--- src/rtl/sec_gate_pkg.sv ---
package sec_gate_pkg;

  typedef enum logic [1:0] {
    ACT_ABORT,
    ACT_RAZWI,
    ACT_SEC,
    ACT_NONSEC
  } gateAct_e;

  typedef struct packed {
    logic capReq;     // latch the master request
    logic secAttr;    // attribute for the latched request
    logic loadBlock;  // load a locally generated response
    logic blockErr;   // that response is an error
    logic capRsp;     // latch the downstream response
  } gateStrobe_t;

  // Exempt is checked first, then the non-secure flag, then the master setting.
  function automatic gateAct_e decideAct(input logic exempt, input logic nsRegion,
                                         input logic masterNs, input logic errResp);
    if (exempt)        return masterNs ? ACT_NONSEC : ACT_SEC;
    else if (nsRegion) return ACT_NONSEC;
    else if (!masterNs) return ACT_SEC;
    else               return errResp ? ACT_ABORT : ACT_RAZWI;
  endfunction

endpackage

--- src/rtl/sec_gate_ctrl.sv ---
module sec_gate_ctrl
  import sec_gate_pkg::*;
(
  input  logic        clk,
  input  logic        rst_n,
  input  logic        upValid,
  output logic        upReady,
  output logic        upRspValid,
  input  logic        attrExempt,
  input  logic        attrNs,
  input  logic        cfgMasterNs,
  input  logic        cfgErrResp,
  input  logic        irqClr,
  output logic        irq,
  output logic        dnValid,
  input  logic        dnReady,
  input  logic        dnRspValid,
  output gateStrobe_t strobe
);

  typedef enum logic [1:0] {ST_IDLE, ST_FWD, ST_WAIT, ST_RESP} ctrlState_e;

  ctrlState_e state, stateNext;
  gateAct_e   act;
  logic       accept;
  logic       blocked;
  logic       irqStatus;

  assign act     = decideAct(attrExempt, attrNs, cfgMasterNs, cfgErrResp);
  assign accept  = upValid && (state == ST_IDLE);
  assign blocked = (act == ACT_ABORT) || (act == ACT_RAZWI);

  always_comb begin
    strobe           = '0;
    strobe.capReq    = accept;
    strobe.secAttr   = (act == ACT_SEC);
    strobe.loadBlock = accept && blocked;
    strobe.blockErr  = (act == ACT_ABORT);
    strobe.capRsp    = (state == ST_WAIT) && dnRspValid;
  end

  always_comb begin
    stateNext = state;
    unique case (state)
      ST_IDLE: if (accept) stateNext = blocked ? ST_RESP : ST_FWD;
      ST_FWD:  if (dnReady) stateNext = ST_WAIT;
      ST_WAIT: if (dnRspValid) stateNext = ST_RESP;
      ST_RESP: stateNext = ST_IDLE;
      default: stateNext = ST_IDLE;
    endcase
  end

  always_ff @(posedge clk or negedge rst_n) begin
    if (!rst_n) state <= ST_IDLE;
    else        state <= stateNext;
  end

  always_ff @(posedge clk or negedge rst_n) begin
    if (!rst_n)                              irqStatus <= 1'b0;
    else if (irqClr)                         irqStatus <= 1'b0;
    else if (accept && act == ACT_ABORT)     irqStatus <= 1'b1;
  end

  assign upReady    = (state == ST_IDLE);
  assign dnValid    = (state == ST_FWD);
  assign upRspValid = (state == ST_RESP);
  assign irq        = irqStatus && !irqClr;

  a_r6_abort_sets_irq: assert property (@(posedge clk) disable iff (!rst_n)
    (accept && act == ACT_ABORT && !irqClr) |=> irqStatus);
  a_r6_clear_suppresses: assert property (@(posedge clk) disable iff (!rst_n)
    irqClr |=> !irqStatus);
  a_r7_razwi_no_irq: assert property (@(posedge clk) disable iff (!rst_n)
    (accept && act == ACT_RAZWI && !irqStatus) |=> !irqStatus);
  a_r4_block_no_dn: assert property (@(posedge clk) disable iff (!rst_n)
    strobe.loadBlock |=> (!dnValid && upRspValid));
  a_r10_single_flight: assert property (@(posedge clk) disable iff (!rst_n)
    (dnValid || upRspValid) |-> !upReady);

endmodule

--- src/rtl/sec_gate_dp.sv ---
module sec_gate_dp
  import sec_gate_pkg::*;
#(
  parameter int ADDR_W = 32,
  parameter int DATA_W = 64,
  parameter int SIZE_W = 2
) (
  input  logic              clk,
  input  logic              rst_n,
  input  gateStrobe_t       strobe,
  input  logic [ADDR_W-1:0] upAddr,
  input  logic              upWrite,
  input  logic [SIZE_W-1:0] upSize,
  input  logic [DATA_W-1:0] upWdata,
  input  logic [DATA_W-1:0] dnRdata,
  input  logic              dnRspErr,
  output logic [ADDR_W-1:0] dnAddr,
  output logic              dnWrite,
  output logic [SIZE_W-1:0] dnSize,
  output logic [DATA_W-1:0] dnWdata,
  output logic              dnSecure,
  output logic [DATA_W-1:0] upRdata,
  output logic              upRspErr
);

  always_ff @(posedge clk or negedge rst_n) begin
    if (!rst_n) begin
      dnAddr   <= '0;
      dnWrite  <= 1'b0;
      dnSize   <= '0;
      dnWdata  <= '0;
      dnSecure <= 1'b0;
    end else if (strobe.capReq) begin
      dnAddr   <= upAddr;
      dnWrite  <= upWrite;
      dnSize   <= upSize;
      dnWdata  <= upWdata;
      dnSecure <= strobe.secAttr;
    end
  end

  always_ff @(posedge clk or negedge rst_n) begin
    if (!rst_n) begin
      upRdata  <= '0;
      upRspErr <= 1'b0;
    end else if (strobe.loadBlock) begin
      upRdata  <= '0;
      upRspErr <= strobe.blockErr;
    end else if (strobe.capRsp) begin
      upRdata  <= dnRdata;
      upRspErr <= dnRspErr;
    end
  end

  a_r4_razwi_zero: assert property (@(posedge clk) disable iff (!rst_n)
    (strobe.loadBlock && !strobe.blockErr) |=> (upRdata == '0 && !upRspErr));
  a_r5_abort_err: assert property (@(posedge clk) disable iff (!rst_n)
    (strobe.loadBlock && strobe.blockErr) |=> upRspErr);
  a_r9_rsp_passthru: assert property (@(posedge clk) disable iff (!rst_n)
    strobe.capRsp |=> (upRdata == $past(dnRdata) && upRspErr == $past(dnRspErr)));

endmodule

--- src/rtl/sec_gate_top.sv ---
module sec_gate_top
  import sec_gate_pkg::*;
#(
  parameter int ADDR_W = 32,
  parameter int DATA_W = 64
) (
  input  logic              clk,
  input  logic              rst_n,
  input  logic              up_valid,
  output logic              up_ready,
  input  logic [ADDR_W-1:0] up_addr,
  input  logic              up_write,
  input  logic [1:0]        up_size,
  input  logic [DATA_W-1:0] up_wdata,
  output logic              up_rsp_valid,
  output logic [DATA_W-1:0] up_rdata,
  output logic              up_rsp_err,
  output logic [ADDR_W-1:0] attr_addr,
  input  logic              attr_exempt,
  input  logic              attr_ns,
  input  logic              cfg_master_ns,
  input  logic              cfg_err_resp,
  input  logic              irq_clr,
  output logic              irq,
  output logic              dn_valid,
  input  logic              dn_ready,
  output logic [ADDR_W-1:0] dn_addr,
  output logic              dn_write,
  output logic [1:0]        dn_size,
  output logic [DATA_W-1:0] dn_wdata,
  output logic              dn_secure,
  input  logic              dn_rsp_valid,
  input  logic [DATA_W-1:0] dn_rdata,
  input  logic              dn_rsp_err
);

  localparam int SIZE_W = 2;

  gateStrobe_t strobe;

  assign attr_addr = up_addr;

  sec_gate_ctrl u_ctrl (
    .clk        (clk),
    .rst_n      (rst_n),
    .upValid    (up_valid),
    .upReady    (up_ready),
    .upRspValid (up_rsp_valid),
    .attrExempt (attr_exempt),
    .attrNs     (attr_ns),
    .cfgMasterNs(cfg_master_ns),
    .cfgErrResp (cfg_err_resp),
    .irqClr     (irq_clr),
    .irq        (irq),
    .dnValid    (dn_valid),
    .dnReady    (dn_ready),
    .dnRspValid (dn_rsp_valid),
    .strobe     (strobe)
  );

  sec_gate_dp #(.ADDR_W(ADDR_W), .DATA_W(DATA_W), .SIZE_W(SIZE_W)) u_dp (
    .clk     (clk),
    .rst_n   (rst_n),
    .strobe  (strobe),
    .upAddr  (up_addr),
    .upWrite (up_write),
    .upSize  (up_size),
    .upWdata (up_wdata),
    .dnRdata (dn_rdata),
    .dnRspErr(dn_rsp_err),
    .dnAddr  (dn_addr),
    .dnWrite (dn_write),
    .dnSize  (dn_size),
    .dnWdata (dn_wdata),
    .dnSecure(dn_secure),
    .upRdata (up_rdata),
    .upRspErr(up_rsp_err)
  );

  a_r1_exempt_attr: assert property (@(posedge clk) disable iff (!rst_n)
    (up_valid && up_ready && attr_exempt) |=> (dn_valid && dn_secure == !$past(cfg_master_ns)));
  a_r2_ns_region: assert property (@(posedge clk) disable iff (!rst_n)
    (up_valid && up_ready && !attr_exempt && attr_ns) |=> (dn_valid && !dn_secure));
  a_r3_secure_master: assert property (@(posedge clk) disable iff (!rst_n)
    (up_valid && up_ready && !attr_exempt && !attr_ns && !cfg_master_ns) |=> (dn_valid && dn_secure));
  a_r9_addr_kept: assert property (@(posedge clk) disable iff (!rst_n)
    (up_valid && up_ready) |=> (dn_addr == $past(up_addr) && dn_size == $past(up_size)));

endmodule

--- config.mk ---
export PLATFORM = sky130hd
export DESIGN_NAME = sec_gate_top
export DESIGN_NICKNAME = d
export VERILOG_FILES = /design/src/rtl/sec_gate_pkg.sv /design/src/rtl/sec_gate_ctrl.sv /design/src/rtl/sec_gate_dp.sv /design/src/rtl/sec_gate_top.sv
export SDC_FILE = /design/constraint.sdc
export NUM_CORES = 1
export LEC_CHECK = 0
export ABC_AREA = 1
export BUFFER_PORTS_ARGS = -buffer_cell sky130_fd_sc_hd__buf_2
export CELL_PAD_IN_SITES_DETAIL_PLACEMENT = 1
export CELL_PAD_IN_SITES_GLOBAL_PLACEMENT = 2
export CORE_AREA = 4 4 173 175
export CTS_BUF_LIST = sky130_fd_sc_hd__clkbuf_8 sky130_fd_sc_hd__clkbuf_16
export DETAILED_ROUTE_END_ITERATION = 16
export DIE_AREA = 0 0 177 179
export PLACE_DENSITY_LB_ADDON = 0.15
export SLEW_MARGIN = 25
export SYNTH_ARGS = -nofsm -noshare
export SYNTH_HDL_FRONTEND = slang
export SYNTH_SLANG_ARGS = --single-unit
--- constraint.sdc ---
create_clock -name clk -period 1.95 [get_ports clk]
set_input_delay 0.2925 -clock clk [delete_from_list [all_inputs] [get_ports clk]]
set_output_delay 0.2925 -clock clk [all_outputs]
set_load 0.01 [all_outputs]
==> metrics list, run 1 <==
- Wire length of the first global-routing pass: about 37000 µm
- Across the VDD grid, the largest voltage drop is between 0.0006 and 0.0007 V.
- Setup violations remaining at the end of the flow were counted as 0.
* Seq cells post-synth: 168
- The worst register-to-register path has a depth of 6.
- Final Critical Period: around 1.7 ns
* Most common cell after layout, fill and taps aside: nand2_1
- In this run the most critical hold path is launched from irq_clr.
- Headroom to the max-slew limit came out at a little over 50%.
- Once detail routing completed, the nets flagged for antenna violations numbered 0.
* Layout fillers: around 3500
- Reg2reg start: u_ctrl.state[1]
* Deepest level of the CTS H-tree: 4
* Nets in the synthesized netlist: 952
- Grt total ovfl: 0
- Compared with the post-synthesis result, the final layout area differs by 40.5%.
- The initial utilization of the core area, before any placement, comes to a little under a quarter.
- Gates resized during post-CTS repair numbered 0.
- The tightest min-delay check is of the in2reg type.
- After detailed routing, the number of remaining DRC violations is 0.
- Across the run, the number of max-cap violations was 0.
- Setup repair after global routing left no endpoint under its margin.
* Post-synth top area share: slightly above 60%
- The run finished with clean final reports.
* Clock buffer count from CTS: 17
* Pleak: between 5 and 6 nW
- Data required time at the worst endpoint: around 2.3 ns
* Worst Setup Slack, final: 0.224 ns
* Overall routed net length: approximately 24000 µm
* Largest net degree at the start of global routing: 100
- Along the worst path, the maximum fanout reaches 66.
* Total chip power: 14.8 mW
- In the final layout, the share of cells above drive strength 1 is 38.1%.
* Start-to-end type of the worst setup path: reg2reg
* Overall die height: 179 µm
- Worst Hold Endpoint: u_ctrl.irqStatus
- Post-synthesis cell count: approximately 770
- The first detailed-routing pass took 4 iterations.
* DR vias: 6043
- Worst skew pair latency: about 0.42 ns
- Number of placed I/O pins: 375
- Horizontal extent of the die: between 150 and 200 µm
* HPWL after detailed placement: about 18000 µm
- The number of antenna violations at the first check in global routing came to 7.
* Arrival time at the worst endpoint: approximately 2.1 ns
- Part of the cycle the worst path needs: 88.5%
* Via count of the first global-routing pass: ~6300
* Clk slew on worst S/H paths: 0.07 ns
- Across all register-to-register paths, the minimum setup slack is ~0.22 ns.
* Kind of launch point of the worst setup path: flip-flop
- dfrtp_1 takes more of the synthesized area than any other cell.
* PwrDens: between 1500 and 2000 nW/µm²
- Before CTS, the worst setup slack after placement is about 0.068 ns.
- Distinct cell type count of the synthesized netlist: 19
- Sequential-to-total area share from yosys stat: ~62%
- In the post-synthesis netlist, the biggest area contributors are dfrtp_1 (62%), nand2_1 (28%), buf_4 (3.7%).
* Overall global routing resource usage: around 15%
- The clock arrives with 0.0102 ns of skew.
* Area of the mapped netlist: approximately 6700 µm²
- Core Footprint: 28500 µm²
* Fmax: approximately 580 MHz
- Dividing the detail-routed wire length by the instance count gives 16.0 µm.
* Global placement routability congestion: 0.742
- Maximum clock path buffer count: 2
* Full die area: roughly 32000 µm²
- Number of nets in the final layout: between 1000 and 1500
* Port bufs: roughly 370
- Along the worst hold path, the cell count comes to 2.
* Most frequent cells in the layout: nand2_1 (496), buf_2 (373), dfrtp_1 (168)
* Worst-Margin Slew: 0.727 ns
* Reg2reg end: u_dp.dnWdata[27]
* Number of violations reported at the end of detailed-routing iteration 0: between 300 and 400
- In the final timing run, aggregate negative setup slack is 0 ns.
- Final Hold Vio Count: 0
- Yosys warns: 0
- TritonCTS built the clock tree.
- The worst setup path is captured at a flip-flop.
* # clock sinks: 168
* Number of core rows: between 60 and 70
* Post-detailed-route via-to-cell ratio: between 3 and 4
- In this run the clock root is driven by a clkbuf_16.
- After synthesis, the mean cell area works out to 8.73 µm².
- Final Max Tran Viols: 0
## flip-flops by register name, summed over array words and instances (netlist names)
name              count
u_dp.upRdata         64
u_dp.dnSize           2
u_dp.dnSecure         1
u_ctrl.state          2
u_ctrl.irqStatus      1
u_dp.dnAddr          32
u_dp.dnWdata         64
u_dp.dnWrite          1
u_dp.upRspErr         1
## synth_stat cells
library cell and instances:
dfrtp_1 168, buf_2 16, o21ai_0 4, nor2_1 12, nand3_1 1, inv_4 2
nor2_2 1, nand3_2 1, inv_1 12, clkbuf_1 10, ha_1 5, nand4_1 1
nand2_1 496, o211ai_1 1, a21oi_1 1, buf_6 6, nor2_4 1, buf_4 33
nand2_2 2
## worst max-delay path by stage
stage                         start          endpoint  slack (ns)  cells past startpoint
floorplan           u_ctrl.state[0]   u_dp.upRdata[0]        0.43                     10
global placement    u_ctrl.state[1]  u_dp.upRdata[42]        0.11                      8
detailed placement  u_ctrl.state[1]  u_dp.upRdata[60]        0.07                      8
CTS                 u_ctrl.state[1]  u_dp.upRdata[60]        0.04                      8
global route        u_ctrl.state[1]  u_dp.dnWdata[36]       0.004                      6
finish              u_ctrl.state[1]  u_dp.dnWdata[27]        0.22                      6
## worst max-delay path: stages (launching register included)
cell	delay (ns)
dfrtp_1	0.39
inv_1	0.09
ha_1	0.23
nand2_4	0.10
buf_4	0.57
nand2_1	0.12
nand2_1	0.10
## cells by family (layout without fill, tap and decap cells)
family / after synthesis / after routing / share of synthesized area, %
adders and majority gates: 5 / 5 / 0.927
AOI/OAI and AO/OA: 6 / 6 / 0.482
buffers and inverters: 79 / 440 / 7.27
and+or+nand+nor: 515 / 515 / 29.0
other: 0 / 2 / 0
DFF: 168 / 168 / 62.3
## power by group
group          switching (mW)  total [mW]  internal [mW]
registers               0.764        5.82           5.05
logic                    3.51        5.69           2.18
clock network            1.57        3.31           1.74
## through the flow
step	util, %	area (µm²)	instances	hold WS (ns)
after CTS	33.2	9440	1515	0.0167
after global placement	31.2	8870	1483	0.206
final	33.3	9480	1520	0.0401
after floorplan	-	6750	773	-0.00309
after global routing	33.3	9480	1519	0.0278
after detailed placement	31.2	8870	1483	0.199
## what timing repair did
action | in CTS | in global routing
endpoints found under the hold margin | 26 | 0
endpoints found under the setup margin | 0 | 32
hold buffers | 1 | 0
setup buffers | 0 | 3
## cell type report
| class | count | area (µm²) | area share [%] |
|---|---|---|---|
| clock inverter | 12 | 109 | 1.15 |
| clock buffer | 19 | 453 | 4.78 |
| tap | 384 | 480 | 5.07 |
| multi-input combinational | 526 | 2060 | 21.7 |
| timing repair buffer | 395 | 2110 | 22.3 |
| inverter | 14 | 57.6 | 0.607 |
| sequential | 168 | 4200 | 44.3 |
| antenna | 2 | 5.00 | 0.0528 |
## metal layers
layer / part of all wire [%] / routed length [µm] / GRT usage [%]
met1: 44 / 10600 / 19.4
met2: 46 / 11200 / 23.8
met3: 9.0 / 2190 / 6.18
met4: 1.1 / 263 / 3.35
met5: 0.23 / 56 / 0
(Power assumes the default switching activity.)
==> run 2: changes to the inputs <==
--- a/config.mk
+++ b/config.mk
@@ -9,11 +9,11 @@
 export BUFFER_PORTS_ARGS = -buffer_cell sky130_fd_sc_hd__buf_2
 export CELL_PAD_IN_SITES_DETAIL_PLACEMENT = 1
 export CELL_PAD_IN_SITES_GLOBAL_PLACEMENT = 2
-export CORE_AREA = 4 4 173 175
+export CORE_AREA = 2 2 171 173
 export CTS_BUF_LIST = sky130_fd_sc_hd__clkbuf_8 sky130_fd_sc_hd__clkbuf_16
 export DETAILED_ROUTE_END_ITERATION = 16
-export DIE_AREA = 0 0 177 179
-export PLACE_DENSITY_LB_ADDON = 0.15
+export DIE_AREA = 0 0 173 175
+export PLACE_DENSITY_LB_ADDON = 0.1
 export SLEW_MARGIN = 25
 export SYNTH_ARGS = -nofsm -noshare
 export SYNTH_HDL_FRONTEND = slang
==> run 2 against run 1 <==
Worst setup slack worse by 0.0091 ns. Die area shrank 4.4%. First-iteration DRC count shrank 15%. Sequential share of layout area is 0.25 points higher. Cell count fell by 0.59%. Clock skew up 0.0021 ns. Via count down 0.56%. Non-clock buffer count fell by 8. Wire length down 4.1%. Critical path depth up 1. Global-route usage up 0.55 points. Largest cell class unchanged. Highest routed layer unchanged.
==> metrics list, run 2 (same netlist as run 1, synthesis figures left out) <==
* Run status: complete, no violations (unchanged)
- Worst min-delay path class: in2reg (unchanged)
- The most common cell after layout, fill and taps aside is nand2_1 (unchanged).
- The worst setup slack after layout was 0.215 ns (was 0.224 ns).
- The timing-limited maximum frequency is 576 MHz (was 579 MHz).
* Delay contributed by the slowest stage of the critical path: 0.41 ns (was 0.57 ns)
- Worst Hold Margin: 0.0298 ns (was 0.0401 ns)
* Horizontal extent of the die: 173 µm (was 177 µm)
- The number of post-CTS setup repair buffers is 0 (unchanged).
- Start-to-end type of the worst setup path: reg2reg (unchanged)
* Total DRC errors in the routed layout: 0 (unchanged)
* Overall global routing resource usage: 15.6% (was 15.0%)
- The number of port buffers was 374 (unchanged).
* Most repeated library cell on the critical path: nand2_1 (unchanged)
- The number of antenna violations at the first check in global routing was 4 (was 7).
* Setup repair after global routing missed its margin: no (unchanged)
- The clock root buffer is clkbuf_16 (unchanged).
- Max-slew headroom: 67.1% (was 51.5%)
* Overall routed net length: 23300 µm (was 24300 µm)
- The total number of nets in the final design is 1293 (was 1301).
- The top-level I/O count came to 375 (unchanged).
- Placed Cells incl. Taps: 1478 (was 1483)
- Chain of cells forming the critical path: inv_1 > ha_1 > nand2_1 > nor2_4 > buf_12 > nand2_1 > nand2_1 (was inv_1 > ha_1 > nand2_4 > buf_4 > nand2_1 > nand2_1)
- Final instance count without filler cells: 1511 (was 1520)
* Final Cell Area: 9430 µm² (was 9480 µm²)
* Clock buffer count from CTS: 17 (unchanged)
* Setup TNS: 0 ns (unchanged)
* Number of max-cap violations: 0 (unchanged)
- Highest net fanout along the worst path: 57 (was 66)
- Setup-violating endpoint count in the final report: 0 (unchanged)
- Final Hold Vio Count: 0 (unchanged)
- Deepest level of the CTS H-tree: 4 (unchanged)
- The fraction of layout cells with a size suffix above 1 was 37.6% (was 38.1%).
* Post-cts hold buffer count: 1 (unchanged)
- The ratio of final minimum period to clock period came to 89.0% (was 88.5%).
- The multi-input logic area was 2060 µm² (unchanged).
- The starting density of the core is 23.8% (was 23.7%).
- The pin count of the biggest net entering global routing is 100 (unchanged).
* Synthesis-to-layout area growth: 39.7% (was 40.5%)
* Data required time at the worst endpoint: 2.31 ns (was 2.30 ns)
- Arrival time at the worst endpoint: 2.09 ns (was 2.08 ns)
* Kind of launch point of the worst setup path: flip-flop (unchanged)
* Number of nets still failing antenna checks after routing: 0 (unchanged)
- The count of standard-cell rows came to 62 (unchanged).
- Final Critical Period: 1.74 ns (was 1.73 ns)
* Register Area: 4200 µm² (unchanged)
- Wire length of the first global-routing pass: 36500 µm (was 37000 µm)
- The filler cell count in the final layout was 3501 (was 3493).
* Via count of the first global-routing pass: 6278 (was 6335)
- Grt total ovfl: 0 (unchanged)
- The clock-pin slew reported for the worst setup and hold paths after clock tree synthesis is 0.07 ns (about the same).
- Crit-path slowest cell: dfrtp_1 (was buf_4)
- The nature of the critical path endpoint is a flip-flop (unchanged).
* Registers with the most flip-flops: u_dp.dnWdata (64), u_dp.upRdata (64), u_dp.dnAddr (32) (unchanged)
- Worst skew pair latency: 0.43 ns (was 0.42 ns)
- Most frequent cells in the layout: nand2_1 (496), buf_2 (373), dfrtp_1 (168) (unchanged)
* PwrDens: 1560 nW/µm² (about the same)
* Pre-CTS setup slack: 0.192 ns (was 0.0676 ns)
- The number of pins with negative max-slew slack in the final report was 0 (unchanged).
- DR pass1 iterations: 4 (unchanged)
- Global placement routability congestion: 0.794 (was 0.742)
- The area of the die came to 30300 µm² (was 31700 µm²).
- The die extent in y is 175 µm (was 179 µm).
* Clock tree from TritonCTS: yes (unchanged)
- The leakage power summed over all cells is 5.59 nW (was 5.63 nW).
- The number of clock sinks was 168 (unchanged).
- The per-cell routed wire length is 15.4 µm (was 16.0 µm).
- DR vias: 6009 (was 6043)
- DP Area: 8870 µm² (unchanged)
- The transition time at the pin with the least slew margin is 0.494 ns (was 0.727 ns).
- HPWL after detailed placement: 17100 µm (was 18100 µm)
- The starting DRC count in detailed routing is 256 (was 302).
* Post-detailed-route via-to-cell ratio: 3.98 (about the same)
- Maximum clock path buffer count: 2 (unchanged)
- The worst-case clock skew came to 0.0123 ns (was 0.0102 ns).
* Core Footprint: 28400 µm² (was 28500 µm²)
* Max rail drop VDD: 0.000476 V (was 0.000636 V)
- The post-cts resize count is 0 (unchanged).
-- run 2: report_power, final --
group,switching (mW),internal (mW),total (mW)
clock network,1.54,1.66,3.19
logic,3.48,2.16,5.64
registers,0.773,5.05,5.83
-- run 2: area by class of cell --
type                       instances  share of cell area, %
inverter                          14                  0.611
sequential                       168                   44.6
clock inverter                    13                   1.25
multi-input combinational        526                   21.8
tap                              384                   5.10
antenna                            2                 0.0531
timing repair buffer             387                   22.0
clock buffer                      17                   4.51
-- run 2: critical path: cells and delay by family (launching register included) --
family                     cells  cell delay (ns)
and+or+nand+nor                4             0.60
DFF                            1             0.41
buffers and inverters          2             0.39
adders and majority gates      1             0.20
-- run 2: per-layer routing --
metal	GRT usage (%)	part of all wire, %	vias to the layer above
met5	0	0.060	-
met4	4.03	1.2	4
met3	5.77	7.8	19
met2	25.7	48	220
met1	19.3	43	2800
li1	-	-	2966
-- run 2: path summary, 6_finish.rpt --
check | startpoint | endpoint | slack, ns | cells past startpoint
setup / recovery | u_ctrl.state[0] | u_dp.upRdata[38] | 0.21 | 7
hold / removal | irq_clr | u_ctrl.irqStatus | 0.03 | 2
setup reg to reg | u_ctrl.state[0] | u_dp.upRdata[38] | 0.21 | 7
hold reg to reg | u_dp.upRdata[9] | u_dp.upRdata[9] | 0.47 | 2
max in group asynchronous | rst_n | u_dp.dnAddr[17] | 1.02 | 3
min in group asynchronous | rst_n | u_dp.dnAddr[21] | 0.33 | 2
-- run 2: per-stage QoR --
stage	power (mW)	utilization [%]
after floorplan	8.87	-
after detailed placement	11.7	31.2
final	14.7	33.2
after global placement	11.6	31.2
after global routing	15.9	33.2
after CTS	15.0	33.2
